`config.mk`:
```
export PLATFORM = sky130hd
export DESIGN_NAME = life_row_store
export DESIGN_NICKNAME = d
export VERILOG_FILES = /design/src/rtl/life_row_store_pkg.sv /design/src/rtl/life_row_map.sv /design/src/rtl/life_row_mem.sv /design/src/rtl/life_row_arb.sv /design/src/rtl/life_row_base.sv /design/src/rtl/life_row_store.sv
export SDC_FILE = /design/constraint.sdc
export NUM_CORES = 1
export LEC_CHECK = 0
export BUFFER_PORTS_ARGS = -buffer_cell sky130_fd_sc_hd__clkbuf_2
export CORE_UTILIZATION = 40
export CTS_CLUSTER_SIZE = 12
export DETAILED_ROUTE_END_ITERATION = 10
export SLEW_MARGIN = 20
export SYNTH_ARGS = -nofsm -noshare
export SYNTH_HDL_FRONTEND = slang
export SYNTH_SLANG_ARGS = --single-unit
```
`constraint.sdc`:
```
create_clock -name clk -period 3.8 [get_ports clk]
set_input_delay 0.19 -clock clk [delete_from_list [all_inputs] [get_ports clk]]
set_output_delay 0.19 -clock clk [all_outputs]
set_load 0.02 [all_outputs]
```
`src/rtl/life_row_store_pkg.sv`:
```
// Shared types for the grid row store.
package life_row_store_pkg;
    // Source of the display data returned one cycle after a grant.
    typedef enum logic [1:0] {
        VSRC_NONE = 2'd0,
        VSRC_MEM  = 2'd1,
        VSRC_FWD  = 2'd2
    } vid_src_e;
endpackage

```
`src/rtl/life_row_map.sv`:
```
// Maps a logical row to a physical row: (row + base) mod ROWS.
// Assumes row and base are already below ROWS and ROWS >= 2.
module life_row_map #(
    parameter int ROWS = 16,
    parameter int AW   = $clog2(ROWS)
) (
    input  logic [AW-1:0] row,
    input  logic [AW-1:0] base,
    output logic [AW-1:0] phys
);
    localparam logic [AW:0] ROWS_W = (AW+1)'(ROWS);

    logic [AW:0] sum;

    // Add with one extra bit, then fold back once into range.
    always_comb begin
        sum = {1'b0, row} + {1'b0, base};
        if (sum >= ROWS_W) begin
            phys = AW'(sum - ROWS_W);
        end else begin
            phys = sum[AW-1:0];
        end
    end
endmodule

```
`src/rtl/life_row_mem.sv`:
```
// Behavioural 1-read 1-write row memory with a registered read.
// A read and a write to the same word in one cycle return the old word.
// Contents are not reset; only the read register is.
module life_row_mem #(
    parameter int ROW_BITS = 16,
    parameter int ROWS     = 16,
    parameter int AW       = $clog2(ROWS)
) (
    input  logic                clk,
    input  logic                rst_n,
    input  logic                we,
    input  logic [AW-1:0]       waddr,
    input  logic [ROW_BITS-1:0] wdata,
    input  logic                re,
    input  logic [AW-1:0]       raddr,
    output logic [ROW_BITS-1:0] rdata
);
    logic [ROW_BITS-1:0] mem [ROWS];

    // Write port: store one row.
    always_ff @(posedge clk) begin
        if (we) begin
            mem[waddr] <= wdata;
        end
    end

    // Read port: capture the row as it was before this edge's write.
    always_ff @(posedge clk) begin
        if (!rst_n) begin
            rdata <= '0;
        end else if (re) begin
            rdata <= mem[raddr];
        end
    end
endmodule

```
`src/rtl/life_row_arb.sv`:
```
// Port arbiter. The read port goes to the engine first, then the display.
// The write port goes to the engine first, then the loader.
// A display request that loses the read port is served by forwarding
// when the engine writes the same physical row that cycle; otherwise
// it is stalled. Assumes the physical addresses come pre-mapped.
module life_row_arb
    import life_row_store_pkg::*;
#(
    parameter int ROW_BITS = 16,
    parameter int ROWS     = 16,
    parameter int AW       = $clog2(ROWS)
) (
    input  logic                clk,
    input  logic                rst_n,
    input  logic                cmp_rd_en,
    input  logic [AW-1:0]       cmp_rd_phys,
    input  logic                cmp_wr_en,
    input  logic [AW-1:0]       cmp_wr_phys,
    input  logic [ROW_BITS-1:0] cmp_wr_data,
    input  logic                vid_req,
    input  logic [AW-1:0]       vid_phys,
    input  logic                init_wr_en,
    input  logic [AW-1:0]       init_phys,
    input  logic [ROW_BITS-1:0] init_data,
    output logic                re,
    output logic [AW-1:0]       raddr,
    output logic                we,
    output logic [AW-1:0]       waddr,
    output logic [ROW_BITS-1:0] wdata,
    output logic                vid_stall,
    output logic                init_stall,
    output vid_src_e            vsrc_q,
    output logic [ROW_BITS-1:0] fwd_q
);
    logic     fwd_hit;
    vid_src_e vsrc_d;

    // Read port grant and display outcome for this cycle.
    always_comb begin
        fwd_hit = cmp_wr_en && (cmp_wr_phys == vid_phys);
        re      = cmp_rd_en || vid_req;
        raddr   = cmp_rd_en ? cmp_rd_phys : vid_phys;
        vsrc_d  = VSRC_NONE;
        vid_stall = 1'b0;
        if (vid_req) begin
            if (!cmp_rd_en) begin
                vsrc_d = VSRC_MEM;
            end else if (fwd_hit) begin
                vsrc_d = VSRC_FWD;
            end else begin
                vid_stall = 1'b1;
            end
        end
    end

    // Write port grant: the engine pre-empts the loader.
    always_comb begin
        we         = cmp_wr_en || init_wr_en;
        waddr      = cmp_wr_en ? cmp_wr_phys : init_phys;
        wdata      = cmp_wr_en ? cmp_wr_data : init_data;
        init_stall = init_wr_en && cmp_wr_en;
    end

    // Remember where the display data will come from next cycle.
    always_ff @(posedge clk) begin
        if (!rst_n) begin
            vsrc_q <= VSRC_NONE;
            fwd_q  <= '0;
        end else begin
            vsrc_q <= vsrc_d;
            if (vsrc_d == VSRC_FWD) begin
                fwd_q <= cmp_wr_data;
            end
        end
    end

    // a stall is only raised when the engine holds the read port.
    p_stall_needs_port_r6: assert property (@(posedge clk) disable iff (!rst_n)
        vid_stall |-> (vid_req && cmp_rd_en));

    // a granted display request yields a return next cycle.
    p_grant_returns_r5: assert property (@(posedge clk) disable iff (!rst_n)
        (vid_req && !vid_stall) |=> (vsrc_q != VSRC_NONE));

    // no return without a request in the previous cycle.
    p_no_spurious_r5: assert property (@(posedge clk) disable iff (!rst_n)
        !vid_req |=> (vsrc_q == VSRC_NONE));

    // a refused loader write never owns the write address.
    p_loader_yields_r4: assert property (@(posedge clk) disable iff (!rst_n)
        init_stall |-> (we && waddr == cmp_wr_phys));
endmodule

```
`src/rtl/life_row_base.sv`:
```
// Base pointer and generation counter. Each pass_done pulse moves the
// base by GENS_PER_PASS rows modulo ROWS and adds GENS_PER_PASS to the
// counter. Assumes GENS_PER_PASS is below ROWS.
module life_row_base #(
    parameter int ROWS          = 16,
    parameter int GENS_PER_PASS = 3,
    parameter int GEN_CNT_W     = 32,
    parameter int AW            = $clog2(ROWS)
) (
    input  logic                 clk,
    input  logic                 rst_n,
    input  logic                 pass_done,
    output logic [AW-1:0]        base_row,
    output logic [GEN_CNT_W-1:0] gen_count
);
    localparam logic [AW:0]        STEP   = (AW+1)'(GENS_PER_PASS);
    localparam logic [AW:0]        ROWS_W = (AW+1)'(ROWS);
    localparam logic [GEN_CNT_W-1:0] GSTEP = GEN_CNT_W'(GENS_PER_PASS);

    logic [AW:0] nxt;

    // Next base, folded into range.
    always_comb begin
        nxt = {1'b0, base_row} + STEP;
        if (nxt >= ROWS_W) begin
            nxt = nxt - ROWS_W;
        end
    end

    // Advance pointer and counter at the end of a pass.
    always_ff @(posedge clk) begin
        if (!rst_n) begin
            base_row  <= '0;
            gen_count <= '0;
        end else if (pass_done) begin
            base_row  <= nxt[AW-1:0];
            gen_count <= gen_count + GSTEP;
        end
    end

    // the base moves by one step modulo ROWS per pass.
    p_base_step_r7: assert property (@(posedge clk) disable iff (!rst_n)
        pass_done |=> (32'(base_row) == (32'($past(base_row)) + GENS_PER_PASS) % ROWS));

    // the base holds between passes.
    p_base_hold_r7: assert property (@(posedge clk) disable iff (!rst_n)
        (rst_n && !pass_done) |=> $stable(base_row));

    // the base stays inside the row range.
    p_base_range_r7: assert property (@(posedge clk) disable iff (!rst_n)
        32'(base_row) < ROWS);

    // the counter grows by the pass depth.
    p_gen_step_r8: assert property (@(posedge clk) disable iff (!rst_n)
        pass_done |=> (gen_count == $past(gen_count) + GSTEP));
endmodule

```
`src/rtl/life_row_store.sv`:
```
// Grid row store: maps every client's logical row through the rotating
// base, arbitrates the two memory ports and steers returned data.
// Assumes logical rows are below ROWS and pass_done is low in reset.
module life_row_store
    import life_row_store_pkg::*;
#(
    parameter int ROW_BITS      = 16,
    parameter int ROWS          = 16,
    parameter int GENS_PER_PASS = 3,
    parameter int GEN_CNT_W     = 32,
    parameter int AW            = $clog2(ROWS)
) (
    input  logic                 clk,
    input  logic                 rst_n,
    input  logic                 cmp_rd_en,
    input  logic [AW-1:0]        cmp_rd_row,
    output logic [ROW_BITS-1:0]  cmp_rd_data,
    input  logic                 cmp_wr_en,
    input  logic [AW-1:0]        cmp_wr_row,
    input  logic [ROW_BITS-1:0]  cmp_wr_data,
    input  logic                 pass_done,
    input  logic                 vid_req,
    input  logic [AW-1:0]        vid_row,
    output logic                 vid_stall,
    output logic                 vid_valid,
    output logic [ROW_BITS-1:0]  vid_data,
    input  logic                 init_wr_en,
    input  logic [AW-1:0]        init_row,
    input  logic [ROW_BITS-1:0]  init_data,
    output logic                 init_stall,
    output logic [AW-1:0]        base_row,
    output logic [GEN_CNT_W-1:0] gen_count
);
    localparam int NCLI = 4;

    logic [AW-1:0]       lrow [NCLI];
    logic [AW-1:0]       prow [NCLI];
    logic                re, we;
    logic [AW-1:0]       raddr, waddr;
    logic [ROW_BITS-1:0] wdata, rdata, fwd_q;
    vid_src_e            vsrc_q;

    // Collect the logical rows of all clients in a fixed order.
    always_comb begin
        lrow[0] = cmp_rd_row;
        lrow[1] = cmp_wr_row;
        lrow[2] = vid_row;
        lrow[3] = init_row;
    end

    // One address mapper per client.
    for (genvar i = 0; i < NCLI; i++) begin : g_map
        life_row_map #(.ROWS(ROWS), .AW(AW)) u_map (
            .row  (lrow[i]),
            .base (base_row),
            .phys (prow[i])
        );
    end

    life_row_base #(
        .ROWS(ROWS), .GENS_PER_PASS(GENS_PER_PASS),
        .GEN_CNT_W(GEN_CNT_W), .AW(AW)
    ) u_base (
        .clk(clk), .rst_n(rst_n), .pass_done(pass_done),
        .base_row(base_row), .gen_count(gen_count)
    );

    life_row_arb #(.ROW_BITS(ROW_BITS), .ROWS(ROWS), .AW(AW)) u_arb (
        .clk(clk), .rst_n(rst_n),
        .cmp_rd_en(cmp_rd_en), .cmp_rd_phys(prow[0]),
        .cmp_wr_en(cmp_wr_en), .cmp_wr_phys(prow[1]), .cmp_wr_data(cmp_wr_data),
        .vid_req(vid_req), .vid_phys(prow[2]),
        .init_wr_en(init_wr_en), .init_phys(prow[3]), .init_data(init_data),
        .re(re), .raddr(raddr), .we(we), .waddr(waddr), .wdata(wdata),
        .vid_stall(vid_stall), .init_stall(init_stall),
        .vsrc_q(vsrc_q), .fwd_q(fwd_q)
    );

    life_row_mem #(.ROW_BITS(ROW_BITS), .ROWS(ROWS), .AW(AW)) u_mem (
        .clk(clk), .rst_n(rst_n),
        .we(we), .waddr(waddr), .wdata(wdata),
        .re(re), .raddr(raddr), .rdata(rdata)
    );

    // Steer returned data to the engine and the display.
    always_comb begin
        cmp_rd_data = rdata;
        vid_valid   = (vsrc_q != VSRC_NONE);
        vid_data    = (vsrc_q == VSRC_FWD) ? fwd_q : rdata;
    end

    // forwarded display data equals the engine row written last cycle.
    p_fwd_data_r6: assert property (@(posedge clk) disable iff (!rst_n)
        (vid_req && cmp_rd_en && !vid_stall) |=> (vid_data == $past(cmp_wr_data)));

    // the loader is never refused while the engine is not writing.
    p_loader_free_r4: assert property (@(posedge clk) disable iff (!rst_n)
        !cmp_wr_en |-> !init_stall);
endmodule

```
==> results of run 1 <==
==> logic make-up after synthesis <==
group                    after synthesis
flip-flops                           326
adder cells (fa/ha/maj)               18
buffers and inverters                 47
multiplexers                         146
XOR/XNOR                              44
AND/OR/NAND/NOR                      185
AO/OA/AOI/OAI                         50
==> power groups by stage <==
stage,Combinational [mW],Clock (mW),Sequential [mW]
2_1_floorplan,0.982,0,4.29
5_1_grt,1.59,3.58,4.21
4_1_cts,1.50,3.45,4.20
3_5_place_dp,1.48,0,4.27
6_report,1.47,3.36,4.19
3_3_place_gp,1.48,0,4.26
==> placed cells by master (no fill, tap or decap), drive strengths merged, types with 5 or more instances in the layout <==
cell	count
clkinv	10
xnor2	35
edfxtp	256
ha	14
clkbuf	175
mux2	32
o221ai	16
buf	29
a21oi	7
nor2	24
o211a	5
dfxtp	70
nand3	17
and3	8
and2	32
nand2	74
dlygate4sd3	16
mux2i	50
xor2	9
inv	9
mux4	64
o21ai	6
==> final timing paths <==
| path | startpoint | to | cells past startpoint |
|---|---|---|---|
| worst min-delay path | vid_req | u_arb.vsrc_q[0] | 2 |
| worst min register to register | u_arb.fwd_q[8] | u_arb.fwd_q[8] | 2 |
| worst max register to register | u_base.base_row[0] | u_arb.fwd_q[5] | 8 |
| worst max-delay path | u_base.base_row[0] | u_arb.fwd_q[5] | 8 |
==> metal layers <==
| layer | GRT usage (%) | share of wire [%] |
|---|---|---|
| met1 | 24.19 | 43 |
| met2 | 30.55 | 49 |
| met3 | 2.814 | 5.6 |
| met4 | 4.760 | 1.9 |
| met5 | 0 | 0 |
==> metrics by stage <==
stage | hold slack, ps | worst slack [ps] | instance area (um2) | utilization [%]
2_1_floorplan | 332.1 | 832.2 | 13710 | -
3_3_place_gp | 433.1 | 991.0 | 14960 | 44.50
3_5_place_dp | 442.5 | 960.6 | 14960 | 44.50
4_1_cts | 40.96 | 907.4 | 16260 | 48.36
5_1_grt | 84.12 | 762.5 | 16260 | 48.36
6_report | 55.83 | 935.9 | 16260 | 48.36
==> sequential cells by signal, summed over array words and instances (netlist names) <==
signal            flops
u_arb.fwd_q          16
u_mem.mem           256
u_arb.vsrc_q          2
u_mem.rdata          16
u_base.base_row       4
u_base.gen_count     32
==> area by class of cell <==
class / instances / area, um2
Multi-Input combinational cell: 443 / 4399
Timing Repair Buffer: 170 / 1041
Inverter: 8 / 30.03
Fill cell: 2860 / 17360
Tap cell: 448 / 560.5
Clock inverter: 14 / 152.6
Clock buffer: 50 / 983.4
Sequential cell: 326 / 9089
==> worst max-delay path, delay by kind of cell, from the launching register on <==
family	cells	cell delay, ps
xor gates and xnor gates	1	190
adders and majority gates	2	760
buffers and inverters	1	250
DFF	1	500
muxes	1	210
and+or+nand+nor	3	850
==> flow_summary.yaml, run 1 <==
run_status:
  outcome: "complete, no violations"
synth:
  mappedNetlistArea_um2: 13710
  ys_types: 54
  synth-xor-area-share_pct: 2.811
  most_numerous_cell_in_the_yosys_netlist: "edfxtp_1"
  synth-compound-area-share_pct: 3.386
  synth_area_per_inst_um2: 16.80
  synth_flop_cell: "edfxtp_1"
  synthMuxAreaShare_pct: 16.79
  simple_gate_area_share_of_the_yosys_netlist_pct: 6.890
  synth_top_area_share_pct: 56.07
  yosys_warnings: 0
  largest_family_of_logic_cells_by_synthesized_area: "multiplexers"
  post-synth-top-area-cell: "edfxtp_1"
  synth_edf_count: 256
  synth-seq-cells: 326
  synth_seq_area_share_pct: 66.29
  syn_nets: 889
  post_synth_inst_count: 816
  synth_commonest_cells: "edfxtp_1, nand2_1, dfxtp_1"
  post_synth_fa_ha_maj_area_fraction_pct: 1.862
  synth_async_sr_flop_share_pct: 0
  post_synth_main_area_contributors: "edfxtp_1, mux4_2, dfxtp_1, mux2i_1, mux2_2"
floorplan:
  fp.dieW_um: 187.1
  std_cell_rows: 67
  dieHeight_um: 187.1
  floorplan.io_pins: 126
  standard_cell_core_area_um2: 33620
  floorplan.initialDensity_pct: 40.79
  die_footprint_um2: 35020
grt:
  antenna_found_initial: 0
  first_global_vias: 7668
  globalRoute.totalOverflow: 0
  grt.total_usage_pct: 18.03
  grt_start_max_net_pins: 65
  grt_pass1_wl_mm: 47.13
worst_setup_path:
  setup.reg_to_reg.worst_slack_ps: 940
  timing_worst_setup_path_type: "reg -> reg"
  cp.arrival_ps: 3300
  critPathCaptureType: "flop"
  worst_setup_path_start_kind: "flop"
  worst-path-max-fanout: 10
  crit_slowest_cell: "and3b_1"
  critPathMaxStageDelay_ps: 580
  required_ps: 4230
  crit_chain: "ha_1 -> fa_1 -> xnor2_1 -> nand3_1 -> nor2_1 -> and3b_1 -> buf_12 -> mux2i_1"
drt:
  detail_route.iter0.violations: 577
  number_of_vias_per_cell: 5.232
  totalWireLength_mm: 31.02
  detailed_router_iteration_count_before_antenna_repair: 4
  route.antenna.remaining_nets: 0
  vias: 7634
  drc: 0
  post_drt_wl_per_cell_um: 21.26
finish:
  nNetsFinal: 1058
  antenna_cells: 0
  layout-area-overhead-vs-synth_pct: 18.56
  drive_above_1_share_pct: 31.65
  instances_no_fill: 1459
clocking:
  clk_root_buffer_cell: "clkbuf_16"
  cts_inserted_buffers: 36
  ctsResizeCount: 0
  cts-root-to-sink-buffers: 3
  cts-htree-levels: 2
  cts_tree: "done"
  cts-hold-fix-buffers: 16
  cts_sinks: 326
  post_cts_buffers: 0
  clk_pin_slew_worst_paths_ps: 60
  clk-insertion-delay-late_ps: 520
timing:
  final_period_minus_worst_setup_slack_ps: 2864
  slew_headroom_pct: 34.49
  worst_margin_slew_ps: 977.9
  timing.final.crit_share_pct: 75.37
  report.final.hold_viol_count: 0
  setup_total_negative_slack_ps: 0
  timing.final.setup_violations: 0
  max_freq_mhz: 349.2
  slew_viol_final: 0
  rsz_0062_raised_after_global_routing: "no"
  timing.clock.skew_ps: 11.22
power_and_ir_drop:
  comb_power_share_pct: 16.3
  power_frac_seq_pct: 46.5
  design_power_total_mw: 9.025
  p_leak_nw: 5.843
  power_density_nw_per_um2: 555.2
  p_sw_mw: 2.287
  switching_share_pct: 25.35
  cellInternalPower_mw: 6.738
  power.clock.fraction_pct: 37.2
  max-vdd-ir-drop_mv: 0.2761
placement:
  post-dp-hpwl_mm: 18.07
  placedCellCount: 1379
  gp_congestion: 0.7802
  port_buffers: 125
run:
  maxCapViolations: 0
min_path:
  worstHoldPathType: "in -> reg"
(Power assumes the default switching activity.)
==> run 2: changes to the inputs <==
- clock period: 3.8 -> 2.4 ns (I/O delays scaled with it)
==> flow_summary.yaml, run 2 (same netlist as run 1, synthesis figures left out) <==
drt:
  drc: 0
  totalWireLength_mm: 32.75
  route.antenna.remaining_nets: 0
  detailed_router_iteration_count_before_antenna_repair: 5
  post_drt_wl_per_cell_um: 21.54
  number_of_vias_per_cell: 5.198
  detail_route.iter0.violations: 488
  vias: 7901
clocking:
  clk_pin_slew_worst_paths_ps: 60
  cts_inserted_buffers: 36
  cts_sinks: 326
  cts-root-to-sink-buffers: 3
  cts_tree: "done"
  cts-htree-levels: 2
  clk_root_buffer_cell: "clkbuf_16"
  clk-insertion-delay-late_ps: 530
worst_setup_path:
  cp.arrival_ps: 2910
  critPathMaxStageDelay_ps: 520
  crit_slowest_cell: "fa_1"
  critPathCaptureType: "flop"
  crit_chain: "ha_2 -> fa_1 -> nor2_1 -> a21oi_4 -> buf_8 -> bufbuf_16 -> mux4_2 -> mux2i_1 -> o221ai_2"
  worst-path-max-fanout: 5
  setup.reg_to_reg.worst_slack_ps: -100
  timing_worst_setup_path_type: "reg -> reg"
  rr_endpoint: "u_mem.rdata[8]"
  worst_setup_path_start_kind: "flop"
  worstRegToRegCells: 9
  required_ps: 2810
  r2r_start: "u_base.base_row[0]"
timing:
  setup_total_negative_slack_ps: -5223
  worst_margin_slew_ps: 481.8
  slew_headroom_pct: 67.05
  rsz_0062_raised_after_global_routing: "yes"
  timing.final.crit_share_pct: 104.1
  timing.clock.skew_ps: 24.88
  slew_viol_final: 0
  final_period_minus_worst_setup_slack_ps: 2498
  max_freq_mhz: 400.4
  timing.final.setup_violations: 141
  report.final.hold_viol_count: 0
  post-route-worst-setup-slack_ps: -97.81
placement:
  gp_congestion: 0.7829
  placedCellCount: 1423
  post-dp-hpwl_mm: 20.98
  port_buffers: 125
finish:
  mostFrequentLayoutCell: "edfxtp_1"
  nNetsFinal: 1118
  layout-area-overhead-vs-synth_pct: 28.65
  drive_above_1_share_pct: 40.49
  layout.cells.most_common_list: "edfxtp_1, clkbuf_2, dfxtp_1"
  instances_no_fill: 1520
  antenna_cells: 0
  max_flop_register: "u_mem.mem"
  largest_reg_flops: 256
  utilization_pct: 52.47
  reg_top3: "u_mem.mem (256), u_base.gen_count (32)"
min_path:
  holdPathStages: 3
  hold_path_startpoint: "pass_done"
  worstHoldPathType: "in -> reg"
  whs_endpoint: "u_base.gen_count[1]"
run_status:
  outcome: "complete, but fails checks"
  violations: "setup timing"
grt:
  antenna_found_initial: 0
  globalRoute.totalOverflow: 0
  grt_start_max_net_pins: 35
  grt.total_usage_pct: 18.94
  first_global_vias: 8057
  grt_pass1_wl_mm: 49.47
floorplan:
  std_cell_rows: 67
  fp.dieW_um: 187.1
  floorplan.io_pins: 126
  dieHeight_um: 187.1
  die_footprint_um2: 35020
  floorplan.initialDensity_pct: 40.79
  standard_cell_core_area_um2: 33620
run:
  maxCapViolations: 0
power_and_ir_drop:
  p_leak_nw: 6.367
  max-vdd-ir-drop_mv: 0.5719
  power_density_nw_per_um2: 861.3
==> run 2: per-stage QoR <==
stage | worst slack [ps] | hold slack (ps) | instance area (um2) | power [mW]
4_1_cts | -139.9 | 51.00 | 17400 | 15.20
6_report | -97.81 | 69.93 | 17640 | 15.19
3_3_place_gp | -120.7 | 363.4 | 15890 | 9.569
5_1_grt | -175.9 | 91.33 | 17640 | 15.77
2_1_floorplan | 5.905 | 262.1 | 13890 | 8.443
3_5_place_dp | -131.3 | 371.3 | 15890 | 9.587
==> run 2: area by class of cell <==
cell class                      instances  area [um2]
Clock buffer                           53        1051
Tap cell                              448       560.5
Timing Repair Buffer                  230        2058
Inverter                                8       30.03
Sequential cell                       326        9096
Clock inverter                         12       141.4
Fill cell                            2729       15980
Multi-Input combinational cell        443        4702
==> run 2: repair_timing <==
action                                  CTS  global route
endpoints found under the setup margin  264           289
buffers inserted                          5             7
hold buffers                             17             0
cloned                                    1             2
hold endpoints to repair                 17             0
gates resized for setup                  14            31
pin swaps                                 5            14
==> run 2: worst max-delay path by stage <==
stage	startpoint	endpoint	slack [ps]	cells past startpoint
2_1_floorplan	u_base.base_row[0]	u_mem.rdata[10]	6	8
5_1_grt	u_base.base_row[0]	vid_stall	-180	8
3_3_place_gp	u_base.base_row[0]	u_mem.mem[2][9]	-120	8
3_5_place_dp	u_base.base_row[0]	u_mem.mem[2][9]	-130	8
4_1_cts	u_base.base_row[0]	vid_stall	-140	8
6_report	u_base.base_row[0]	u_mem.rdata[8]	-100	9
==> run 2: worst max-delay path, delay by kind of cell, from the launching register on <==
| kind | cells | cell delay (ps) |
|---|---|---|
| AO/OA/AOI/OAI | 2 | 310 |
| multiplexers | 2 | 470 |
| adder cells (fa/ha/maj) | 2 | 710 |
| buffers and inverters | 2 | 450 |
| flip-flops | 1 | 370 |
| AND/OR/NAND/NOR | 1 | 80 |
==> run 2: layer usage <==
layer	vias up	GRT usage, %	share of wire [%]
li1	3639	-	-
met1	3965	26.01	45
met2	245	30.58	47
met3	52	4.034	5.6
met4	0	4.981	1.9
met5	-	0	0
==> run 2: where the power goes <==
part           leakage, nW  switching (mW)  internal (mW)
Clock                0.582            2.22           3.28
Combinational         2.90            1.58           1.49
Sequential            2.89           0.143           6.49
